### src/rtl/txrefill_sched.sv
module txrefill_sched #(
  parameter int THR_W    = 10,
  parameter int CNT_W    = 11,
  parameter int IDLE_CYC = 4,
  parameter int HARD_LSB = 16,
  parameter int SOFT_LSB = 0,
  parameter int ZERO_LSB = 2
) (
  input  logic             clk,
  input  logic             rst_n,
  input  logic             soft_rst,
  input  logic [CNT_W-1:0] empty_cnt,
  input  logic             bus_xfer,
  input  logic             desc_active,
  input  logic             grant,
  input  logic             cfg_we,
  input  logic [31:0]      cfg_wdata,
  output logic [31:0]      cfg_rdata,
  output logic             bus_req
);
  localparam int IW = $clog2(IDLE_CYC + 1);
  localparam int KW = THR_W - ZERO_LSB;

  logic [KW-1:0] hard_q, soft_q;
  logic [IW-1:0] idle_q;
  logic          cause_hard_q;

  wire [THR_W-1:0] hard_thr = {hard_q, {ZERO_LSB{1'b0}}};
  wire [THR_W-1:0] soft_thr = {soft_q, {ZERO_LSB{1'b0}}};
  wire hard_hit = empty_cnt > CNT_W'(hard_thr);
  wire soft_hit = empty_cnt > CNT_W'(soft_thr);
  wire bus_idle = idle_q == IW'(IDLE_CYC);
  wire raise    = desc_active && (hard_hit || (soft_hit && bus_idle));
  wire keep     = desc_active && !grant && (cause_hard_q ? hard_hit : soft_hit);

  always_comb begin
    cfg_rdata = '0;
    cfg_rdata[HARD_LSB +: THR_W] = hard_thr;
    cfg_rdata[SOFT_LSB +: THR_W] = soft_thr;
  end

  always_ff @(posedge clk or negedge rst_n)
    if (!rst_n) begin
      hard_q <= '0;
      soft_q <= '0;
    end else if (cfg_we) begin
      hard_q <= cfg_wdata[HARD_LSB+ZERO_LSB +: KW];
      soft_q <= cfg_wdata[SOFT_LSB+ZERO_LSB +: KW];
    end

  always_ff @(posedge clk or negedge rst_n)
    if (!rst_n)                        idle_q <= '0;
    else if (soft_rst || bus_xfer)     idle_q <= '0;
    else if (!bus_idle)                idle_q <= idle_q + 1'b1;

  always_ff @(posedge clk or negedge rst_n)
    if (!rst_n) begin
      bus_req      <= 1'b0;
      cause_hard_q <= 1'b0;
    end else if (soft_rst) begin
      bus_req      <= 1'b0;
      cause_hard_q <= 1'b0;
    end else if (!bus_req) begin
      bus_req      <= raise;
      cause_hard_q <= hard_hit;
    end else begin
      bus_req      <= keep;
    end
endmodule


### config.mk
export PLATFORM = sky130hd
export DESIGN_NAME = txrefill_sched
export DESIGN_NICKNAME = d
export VERILOG_FILES = /design/src/rtl/txrefill_sched.sv
export SDC_FILE = /design/constraint.sdc
export NUM_CORES = 1
export LEC_CHECK = 0
export ABC_CLOCK_PERIOD_IN_PS = 1400
export BUFFER_PORTS_ARGS = -buffer_cell sky130_fd_sc_hd__buf_2
export CAP_MARGIN = 30
export CORE_MARGIN = 2
export CORE_UTILIZATION = 40
export CTS_BUF_LIST = sky130_fd_sc_hd__clkbuf_8
export DETAILED_ROUTE_END_ITERATION = 8
export PLACE_DENSITY = 0.82
export RECOVER_POWER = 25
export SLEW_MARGIN = 20
export SYNTH_ARGS = -nofsm -noshare
export SYNTH_HDL_FRONTEND = slang
export SYNTH_SLANG_ARGS = --single-unit
export TNS_END_PERCENT = 20
### constraint.sdc
create_clock -name clk -period 1.4 [get_ports clk]
set_clock_uncertainty 0.05 [all_clocks]
set_input_delay 0.21 -clock clk [delete_from_list [all_inputs] [get_ports clk]]
set_output_delay 0.21 -clock clk [all_outputs]
set_load 0.05 [all_outputs]
==> impl_metrics.csv, run 1 <==
group,metric,value,unit
critical_path,crit_buf_inv,1,
drt,drt_iter0_drc,29,
sta,maxSlewViolCount,0,
critical_path,regToRegStartpoint,"hard_q[3]$_DFFE_PN0P_",
placement,placed_cell_area,1720,um^2
sta,slew_headroom,59.6,%
logic_synthesis,synth_flop_cell,"dfrtp_1",
sta,hold_ws,0.0816,ns
critical_path,max_stage_delay,0.40,ns
min_path,hp-start,"bus_xfer",
sta,fmax,632,MHz
drt,routed_wl,2850,um
logic_synthesis,synthCells,151,
sta,finalSetupTns,-0.360,ns
flow_run,cap_violations,0,
placement,hpwl,2230,um
critical_path,rrSetupSlack,-0.18,ns
grt,overflow,0,
logic_synthesis,synth_enable_flop_cells,0,
critical_path,rr_endpoint,"cause_hard_q$_DFFE_PN0P_",
cts,cts_buffers,3,
logic_synthesis,avgSynthCellArea,9.13,um^2
logic_synthesis,synth_top_area_share,38.1,%
cts,clkTransAtPathRegs,0.08,ns
floorplanning,die_h,62.7,um
floorplanning,start_util,41.6,%
drt,ant_nets,0,
cells_and_area,area_growth,31.0,%
critical_path,cp.arrival,1.68,ns
sta,fin_ws,-0.183,ns
cells_and_area,fin_util,54.6,%
placement,dp_slack,-0.149,ns
cts,cts_buffer_depth,2,
critical_path,reg2regPathDepth,7,
grt,grt_pass1_wl,4640,um
cells_and_area,finalNetCount,278,
critical_path,endpoint_kind,"register",
drt,drc,0,
logic_synthesis,async_reset_ff_share,100,%
sta,fin_crit,1.58,ns
sta,setup_violations,2,
floorplanning,core-area,3310,um^2
outcome,violations,"negative setup slack",
logic_synthesis,synth_top_area_cell,"dfrtp_1",
critical_path,cp.required,1.50,ns
floorplanning,fp-row-count,21,
min_path,whs_path_depth,2,
floorplanning,die_area,3930,um^2
logic_synthesis,synth_seq_cells,21,
min_path,holdPathEnd,"idle_q[0]$_DFFE_PN0P_",
logic_synthesis,synth_cell_type_count,30,
logic_synthesis,seq_area_frac_synth,38.1,%
min_path,hp-class,"in2reg",
critical_path,cp_cell_sequence,"inv_1, ha_1, a21o_1, nand2_1, nand3b_1, o211ai_1, a21oi_1",
power_and_ir_drop,powerDensity,977,nW/um^2
cells_and_area,antenna_cells,0,
critical_path,slowest_stage,"dfrtp_2",
placement,globalplace.congestion,0.815,
critical_path,path_delay_family,"compound AO/OA/AOI/OAI gates",
drt,routed-via-count,1166,
drt,post_drt_wl_per_cell,11.2,um
grt,grt_pass1_vias,1085,
critical_path,startpoint_type,"register",
power_and_ir_drop,leakage,0.000937,uW
sta,tightestPinTransition,0.606,ns
sta,rsz0062_at_grt,"yes",
cts,cts_sinks,21,
floorplanning,die_w,62.7,um
logic_synthesis,ys_warn_count,0,
logic_synthesis,syn_area,1380,um^2
power_and_ir_drop,ir_drop,0.398,mV
cts,root_buffer,"clkbuf_8",
logic_synthesis,synth_area_leaders,"dfrtp_1 38%, ha_1 16%, buf_4 8.7%",
grt,grt_start_max_net_pins,22,
cells_and_area,design_area,1810,um^2
drt,viasPerCell,4.57,
cts,clock_latency,0.26,ns
sta,hold_viol_final,0,
cts,h-tree-depth,1,
cts,cts_tree,"done",
critical_path,worst-path-max-fanout,3,
grt,antenna_found_initial,0,
sta,finalCritPeriodShare,113,%
logic_synthesis,ys_top_cells_by_count,"21 x dfrtp_1, 21 x inv_1, 20 x nand2_1",
outcome,status,"finished with violations",
critical_path,critPathKind,"reg2reg",
placement,port_buffers,50,
cells_and_area,layout-drive-gt1-share,41.1,%
floorplanning,io_pins,83,
grt,grtUsageTotal,14.7,%
drt,drt_pass1_iterations,4,
## through the flow
stage | total power, uW | cells
after floorplan | 1200 | 166
after global placement | 1340 | 250
after detailed placement | 1350 | 250
after CTS | 1760 | 255
after global routing | 1880 | 255
final | 1770 | 255
## sequential cells by signal (all words and copies together), names as in the netlist
| name | cells |
|---|---|
| bus_req | 1 |
| cause_hard_q | 1 |
| hard_q | 8 |
| idle_q | 3 |
| soft_q | 8 |
## worst max-delay path by stage
stage / startpoint / end / cells after the start
after floorplan: hard_q[7]$_DFFE_PN0P_ / cause_hard_q$_DFFE_PN0P_ / 7
after global placement: hard_q[7]$_DFFE_PN0P_ / cause_hard_q$_DFFE_PN0P_ / 7
after detailed placement: hard_q[7]$_DFFE_PN0P_ / cause_hard_q$_DFFE_PN0P_ / 7
after CTS: hard_q[7]$_DFFE_PN0P_ / cause_hard_q$_DFFE_PN0P_ / 7
after global routing: hard_q[3]$_DFFE_PN0P_ / bus_req$_DFF_PN0_ / 7
final: hard_q[3]$_DFFE_PN0P_ / cause_hard_q$_DFFE_PN0P_ / 7
## kinds of logic after synthesis
family          share of synthesized area [%]
fa+ha+maj                                16.3
simple gates                             13.2
mux                                      3.45
flops                                    38.1
other cells                             0.272
compound gates                           12.6
buf+inv                                  15.3
xor+xnor                                0.635
## per-layer routing
layer / GRT usage, % / vias up / routed length, um
li1: - / 593 / -
met1: 18.8 / 532 / 1230
met2: 24.6 / 36 / 1410
met3: 2.52 / 5 / 158
met4: 5.83 / 0 / 46
met5: 0 / - / 0
## cell usage in the layout, fill, tap and decap left out, types with 3 or more instances in the layout
cell	n
nand2_1	20
dfrtp_1	11
buf_2	49
nand3b_1	3
inv_1	18
nor3_1	3
conb_1	16
ha_4	4
clkbuf_8	3
nor2_1	3
ha_1	14
inv_2	4
a21oi_1	4
buf_4	6
nand3_1	3
dfrtp_2	10
o21ai_0	15
## area by class of cell
type                       count  area, um^2
timing repair buffer          58         309
clock inverter                 1        3.75
multi-input combinational    105         778
inverter                      21        78.8
tap                           46        57.6
fill                         320        1500
sequential                    21         538
clock buffer                   3        41.3
## repair_timing
| item | in CTS | in global routing |
|---|---|---|
| gates resized for setup | 0 | 6 |
| endpoints found under the hold margin | 21 | 0 |
| endpoints found under the setup margin | 2 | 2 |
| hold buffers | 1 | 0 |
| pin swaps | 3 | 10 |
| buffers inserted | 0 | 0 |
## where the power goes
group / internal, uW / total [uW] / switching (uW)
Clock: 196 / 397 / 201
Combinational: 218 / 674 / 455
Sequential: 662 / 695 / 33.4
Total: 1080 / 1770 / 690
No activity file was read; power rests on OpenSTA's default activity.
==> run 2, diff against run 1 <==
--- a/config.mk
+++ b/config.mk
@@ -12,7 +12,7 @@
 export CORE_UTILIZATION = 40
 export CTS_BUF_LIST = sky130_fd_sc_hd__clkbuf_8
 export DETAILED_ROUTE_END_ITERATION = 8
-export PLACE_DENSITY = 0.82
+export PLACE_DENSITY = 0.78
 export RECOVER_POWER = 25
 export SLEW_MARGIN = 20
 export SYNTH_ARGS = -nofsm -noshare
==> run 2 against run 1 <==
The flow still finishes with violations (negative setup slack). Final cell count increased by 0.39%. Register-to-register slack improved by 0.02 ns. Flip-flop and latch count unchanged. Global-route usage decreased by 0.11 points. Worst setup slack better by 0.018 ns. Combinational power decreased by 3.9%. Fmax up 1.1%. Via count down 1.8%. First-iteration DRC count rose by 10%. Power shrank 1.3%. Largest power group unchanged.
==> impl_metrics.csv, run 2 (synthesized netlist as in run 1, its figures left out) <==
group,metric,value,unit
grt,antenna_found_initial,0,
placement,placed_cell_area,1720,um^2
cells_and_area,top_regs,"hard_q x8, soft_q x8, idle_q x3",
cts,h-tree-depth,1,
drt,routed-via-count,1145,
sta,hold_ws,0.0810,ns
cts,clkTransAtPathRegs,0.08,ns
sta,rsz0062_at_grt,"yes",
cells_and_area,layout_common_cells,"49 x buf_2, 20 x nand2_1, 18 x inv_1, 16 x conb_1",
power_and_ir_drop,powerDensity,981,nW/um^2
sta,setup_violations,2,
grt,grt_pass1_wl,4530,um
placement,hpwl,2230,um
cells_and_area,area_growth,28.9,%
cells_and_area,layout-drive-gt1-share,39.0,%
critical_path,critPathLaunch,"hard_q[7]$_DFFE_PN0P_",
sta,finalCritPeriodShare,112,%
critical_path,critPathKind,"reg2reg",
sta,tightestPinTransition,0.618,ns
critical_path,cp.arrival,1.67,ns
placement,dp_slack,-0.162,ns
drt,ant_nets,0,
cells_and_area,final_common_cell,"buf_2",
grt,grtUsageTotal,14.6,%
cts,cts_tree,"done",
power_and_ir_drop,pwr-share-clk,23.1,%
floorplanning,die_h,62.7,um
cts,root_buffer,"clkbuf_8",
drt,drc,0,
critical_path,worst-path-max-fanout,3,
power_and_ir_drop,leakage,0.000935,uW
floorplanning,io_pins,83,
floorplanning,start_util,41.6,%
drt,post_drt_wl_per_cell,10.5,um
power_and_ir_drop,pwr-share-seq,39.7,%
critical_path,cp_cell_sequence,"inv_2, ha_4, a211oi_2, nand2_1, mux2_4, o211ai_1, a21oi_1",
power_and_ir_drop,switchingPower,678,uW
cts,cts_sinks,21,
critical_path,slowest_stage,"dfrtp_2",
power_and_ir_drop,internal-power,1070,uW
cells_and_area,design_area,1780,um^2
cells_and_area,antenna_cells,0,
cts,cts_buffers,3,
power_and_ir_drop,switching_share,38.9,%
sta,fin_ws,-0.165,ns
sta,fmax,639,MHz
critical_path,rr_endpoint,"cause_hard_q$_DFFE_PN0P_",
cells_and_area,fillers,339,
flow_run,cap_violations,0,
cells_and_area,finalNetCount,279,
power_and_ir_drop,ir_drop,0.525,mV
grt,overflow,0,
critical_path,endpoint_kind,"register",
sta,hold_viol_final,0,
drt,routed_wl,2690,um
placement,port_buffers,50,
drt,viasPerCell,4.47,
drt,drt_pass1_iterations,4,
cells_and_area,fin_util,53.7,%
critical_path,startpoint_type,"register",
critical_path,rrSetupSlack,-0.17,ns
critical_path,max_stage_delay,0.41,ns
floorplanning,die_w,62.7,um
grt,grt_pass1_vias,1085,
cts,cts_buffer_depth,2,
floorplanning,fp-row-count,21,
grt,grt_start_max_net_pins,22,
critical_path,crit_end,"cause_hard_q$_DFFE_PN0P_",
floorplanning,core-area,3310,um^2
critical_path,cp.required,1.50,ns
sta,maxSlewViolCount,0,
floorplanning,die_area,3930,um^2
placement,globalplace.congestion,0.836,
cts,ctsResizeCount,0,
cts,clock_latency,0.26,ns
min_path,hp-class,"in2reg",
critical_path,regToRegStartpoint,"hard_q[7]$_DFFE_PN0P_",
critical_path,reg2regPathDepth,7,
sta,finalSetupTns,-0.318,ns
outcome,status,"finished with violations",
sta,fin_crit,1.57,ns
outcome,violations,"negative setup slack",
power_and_ir_drop,p_comb_share,37.2,%
drt,drt_iter0_drc,32,
sta,slew_headroom,58.8,%
==> run 2: cell types whose count changed in the layout (fill, tap and decap cells not counted) <==
cell,previous run,this run
and3_1,0,1
and3_4,1,0
buf_4,6,7
clkinv_2,0,1
ha_1,14,15
ha_4,4,3
inv_2,4,3
nor2b_1,0,1
nor2b_4,1,0
o2111ai_1,0,1
o2111ai_2,1,0
o221ai_1,2,3
o221ai_2,1,0
==> run 2: worst max-delay path, delay by kind of cell, from the launching register on <==
family,cells,cell delay [ns]
multiplexers,1,0.27
AND/OR/NAND/NOR,1,0.10
flip-flops,1,0.41
AO/OA/AOI/OAI,3,0.34
adder cells (fa/ha/maj),1,0.21
buffers and inverters,1,0.08
==> run 2: worst min path at each step <==
stage,from,end,slack [ns],cells after the start
floorplan,rst_n,bus_req$_DFF_PN0_,-0.14,0
global placement,rst_n,idle_q[2]$_DFFE_PN0P_,0.15,1
detailed placement,rst_n,idle_q[2]$_DFFE_PN0P_,0.15,1
CTS,bus_xfer,idle_q[2]$_DFFE_PN0P_,0.08,2
global route,bus_xfer,idle_q[2]$_DFFE_PN0P_,0.08,2
finish,bus_xfer,idle_q[2]$_DFFE_PN0P_,0.08,2
==> run 2: timing repair <==
action                                  in CTS  in global routing
hold buffers                                 1                  0
hold endpoints to repair                    21                  0
setup buffers                                1                  0
pin swaps                                    2                  0
endpoints found under the setup margin       2                  2
==> run 2: final cells by class <==
cell class	count	area (um^2)	share of cell area [%]
inverters	21	78.8	4.43
multi-input cells	105	741	41.7
flip-flops and latches	21	538	30.3
repair buffers	59	317	17.8
well taps	46	57.6	3.24
clock inverters	1	5.00	0.281
clock buffers	3	41.3	2.32
==> run 2: metrics by stage <==
stage               total power [uW]  instances
global route                    1850        256
finish                          1740        256
floorplan                       1200        166
CTS                             1770        256
detailed placement              1350        250
global placement                1340        250
==> run 2: per-layer routing <==
layer  wire (um)  vias to the layer above  track usage (%)
met4          57                        0             6.94
li1            -                      596                -
met2        1230                       39             23.9
met3         152                        6             3.06
met5           0                        -                0
met1        1260                      504             18.3
==> run 2: power by group through the flow <==
stage	sequential (uW)	clock (uW)	combinational [uW]
final	692	403	648
after CTS	693	417	656
after global placement	703	0	640
after floorplan	866	0	335
after detailed placement	705	0	647
after global routing	699	440	712
==> run 3, diff against run 2 <==
==> constraint.sdc (replaced) <==
create_clock -name clk -period 1.4 [get_ports clk]
set_clock_uncertainty 0.05 [all_clocks]
set_input_delay 0.28 -clock clk [delete_from_list [all_inputs] [get_ports clk]]
set_output_delay 0.28 -clock clk [all_outputs]
set_load 0.1 [all_outputs]
==> run 3 against run 2 <==
The run still ends with negative setup slack left. Combinational power up 84%. Sequential share of layout area down 4.9 points. Sequential power grew 3.6%. Critical path type unchanged. Largest power group is now combinational cells.
==> impl_metrics.csv, run 3 (synthesized netlist as in run 1, its figures left out) <==
group,metric,value,unit
critical_path,rr_endpoint,"cause_hard_q$_DFFE_PN0P_",
cells_and_area,area_growth,62.4,%
min_path,hp-class,"in2reg",
min_path,holdPathEnd,"idle_q[1]$_DFFE_PN0P_",
critical_path,regToRegStartpoint,"hard_q[1]$_DFFE_PN0P_",
critical_path,max_stage_delay,0.43,ns
floorplanning,die_w,62.7,um
cts,clock_latency,0.26,ns
grt,antenna_found_initial,0,
cells_and_area,layout_common_cells,"32 x buf_2, 22 x buf_4, 20 x nand2_1, 17 x inv_1, 17 x buf_12",
sta,slew_headroom,66.1,%
outcome,status,"finished with violations",
sta,fmax,603,MHz
critical_path,critPathKind,"reg2reg",
floorplanning,start_util,41.6,%
placement,placed_cell_area,2110,um^2
drt,routed-via-count,1252,
sta,finalCritPeriodShare,118,%
cells_and_area,finalNetCount,295,
cts,cts_buffers,3,
floorplanning,die_h,62.7,um
power_and_ir_drop,powerDensity,1020,nW/um^2
grt,grtUsageTotal,16.2,%
floorplanning,die_area,3930,um^2
critical_path,critPathLaunch,"hard_q[1]$_DFFE_PN0P_",
sta,fin_ws,-0.257,ns
min_path,whs_path_depth,2,
critical_path,slowest_stage,"dfrtp_4",
cts,cts_tree,"done",
drt,viasPerCell,4.60,
critical_path,cp.required,1.49,ns
floorplanning,io_pins,83,
cells_and_area,final_common_cell,"buf_2",
power_and_ir_drop,ir_drop,0.560,mV
cts,root_buffer,"clkbuf_8",
sta,tightestPinTransition,0.508,ns
cts,clkTransAtPathRegs,0.07,ns
grt,grt_start_max_net_pins,22,
flow_run,cap_violations,0,
cts,cts_buffer_depth,2,
critical_path,rrSetupSlack,-0.26,ns
drt,routed_wl,3220,um
critical_path,worst-path-max-fanout,2,
outcome,violations,"negative setup slack",
grt,overflow,0,
sta,setup_violations,2,
cts,cts_sinks,21,
grt,grt_pass1_vias,1242,
cells_and_area,fin_util,67.6,%
sta,rsz0062_at_grt,"yes",
drt,post_drt_wl_per_cell,11.8,um
placement,hpwl,2490,um
cells_and_area,design_area,2240,um^2
drt,drt_pass1_iterations,4,
critical_path,reg2regPathDepth,7,
drt,drc,0,
placement,globalplace.congestion,0.875,
min_path,hp-start,"bus_xfer",
drt,ant_nets,0,
placement,port_buffers,50,
critical_path,endpoint_kind,"register",
sta,fin_crit,1.66,ns
critical_path,cp.arrival,1.75,ns
cells_and_area,top_regs,"hard_q x8, soft_q x8, idle_q x3",
cells_and_area,fillers,276,
floorplanning,fp-row-count,21,
cts,h-tree-depth,1,
critical_path,startpoint_type,"register",
grt,grt_pass1_wl,5110,um
drt,drt_iter0_drc,32,
power_and_ir_drop,leakage,0.00109,uW
floorplanning,core-area,3310,um^2
sta,hold_viol_final,0,
cells_and_area,antenna_cells,0,
cells_and_area,layout-drive-gt1-share,48.7,%
sta,maxSlewViolCount,0,
critical_path,cp_cell_sequence,"inv_4, ha_4, and3_1, nand4_1, mux2_4, o211ai_1, a21oi_1",
==> run 3: stage by stage <==
step	instances	hold slack, ns	worst slack, ns	TNS (ns)	total power, uW
after global routing	272	0.145	-0.297	-0.602	2400
after global placement	265	0.208	-0.204	-0.405	1840
final	272	0.153	-0.257	-0.477	2290
after detailed placement	265	0.216	-0.255	-0.507	1860
after CTS	271	0.150	-0.233	-0.447	2280
after floorplan	166	-0.0656	-0.367	-0.729	1480
==> run 3: area by class of cell <==
class | instances | area (um^2) | area share (%)
Clock buffer | 3 | 41.3 | 1.84
Multi-Input combinational cell | 105 | 796 | 35.5
Inverter | 21 | 86.3 | 3.85
Timing Repair Buffer | 75 | 687 | 30.7
Tap cell | 46 | 57.6 | 2.57
Clock inverter | 1 | 3.75 | 0.168
Sequential cell | 21 | 568 | 25.4
==> run 3: critical path: cells and delay by family, from the launching register on <==
family                   cells  cell delay (ns)
AO/OA/AOI/OAI                2             0.19
adder cells (fa/ha/maj)      1             0.25
buffers and inverters        1             0.04
flip-flops                   1             0.43
multiplexers                 1             0.30
AND/OR/NAND/NOR              2             0.28
==> run 3: power breakdown <==
| part | total [uW] | switching (uW) | internal (uW) |
|---|---|---|---|
| combinational | 1190 | 771 | 414 |
| clock | 383 | 188 | 195 |
| sequential | 717 | 41.5 | 676 |
==> run 3: worst max-delay path by stage <==
stage,cells after the start,endpoint
after floorplan,7,cause_hard_q$_DFFE_PN0P_
after global placement,7,bus_req$_DFF_PN0_
after detailed placement,7,cause_hard_q$_DFFE_PN0P_
after CTS,7,cause_hard_q$_DFFE_PN0P_
after global routing,7,cause_hard_q$_DFFE_PN0P_
final,7,cause_hard_q$_DFFE_PN0P_
==> run 3: per-layer routing <==
metal | part of all wire (%) | global-route usage, % | vias up
met5 | 0 | 0 | -
met3 | 5.3 | 3.06 | 6
met4 | 1.4 | 4.72 | 0
met1 | 42 | 20.0 | 577
met2 | 51 | 28.6 | 41
li1 | - | - | 628
==> run 3: repair_timing <==
action,CTS,global route
setup endpoints to repair,2,5
pin swaps,9,9
resized for setup,7,4
hold buffers,1,0
endpoints found under the hold margin,21,0
buffers inserted,1,1
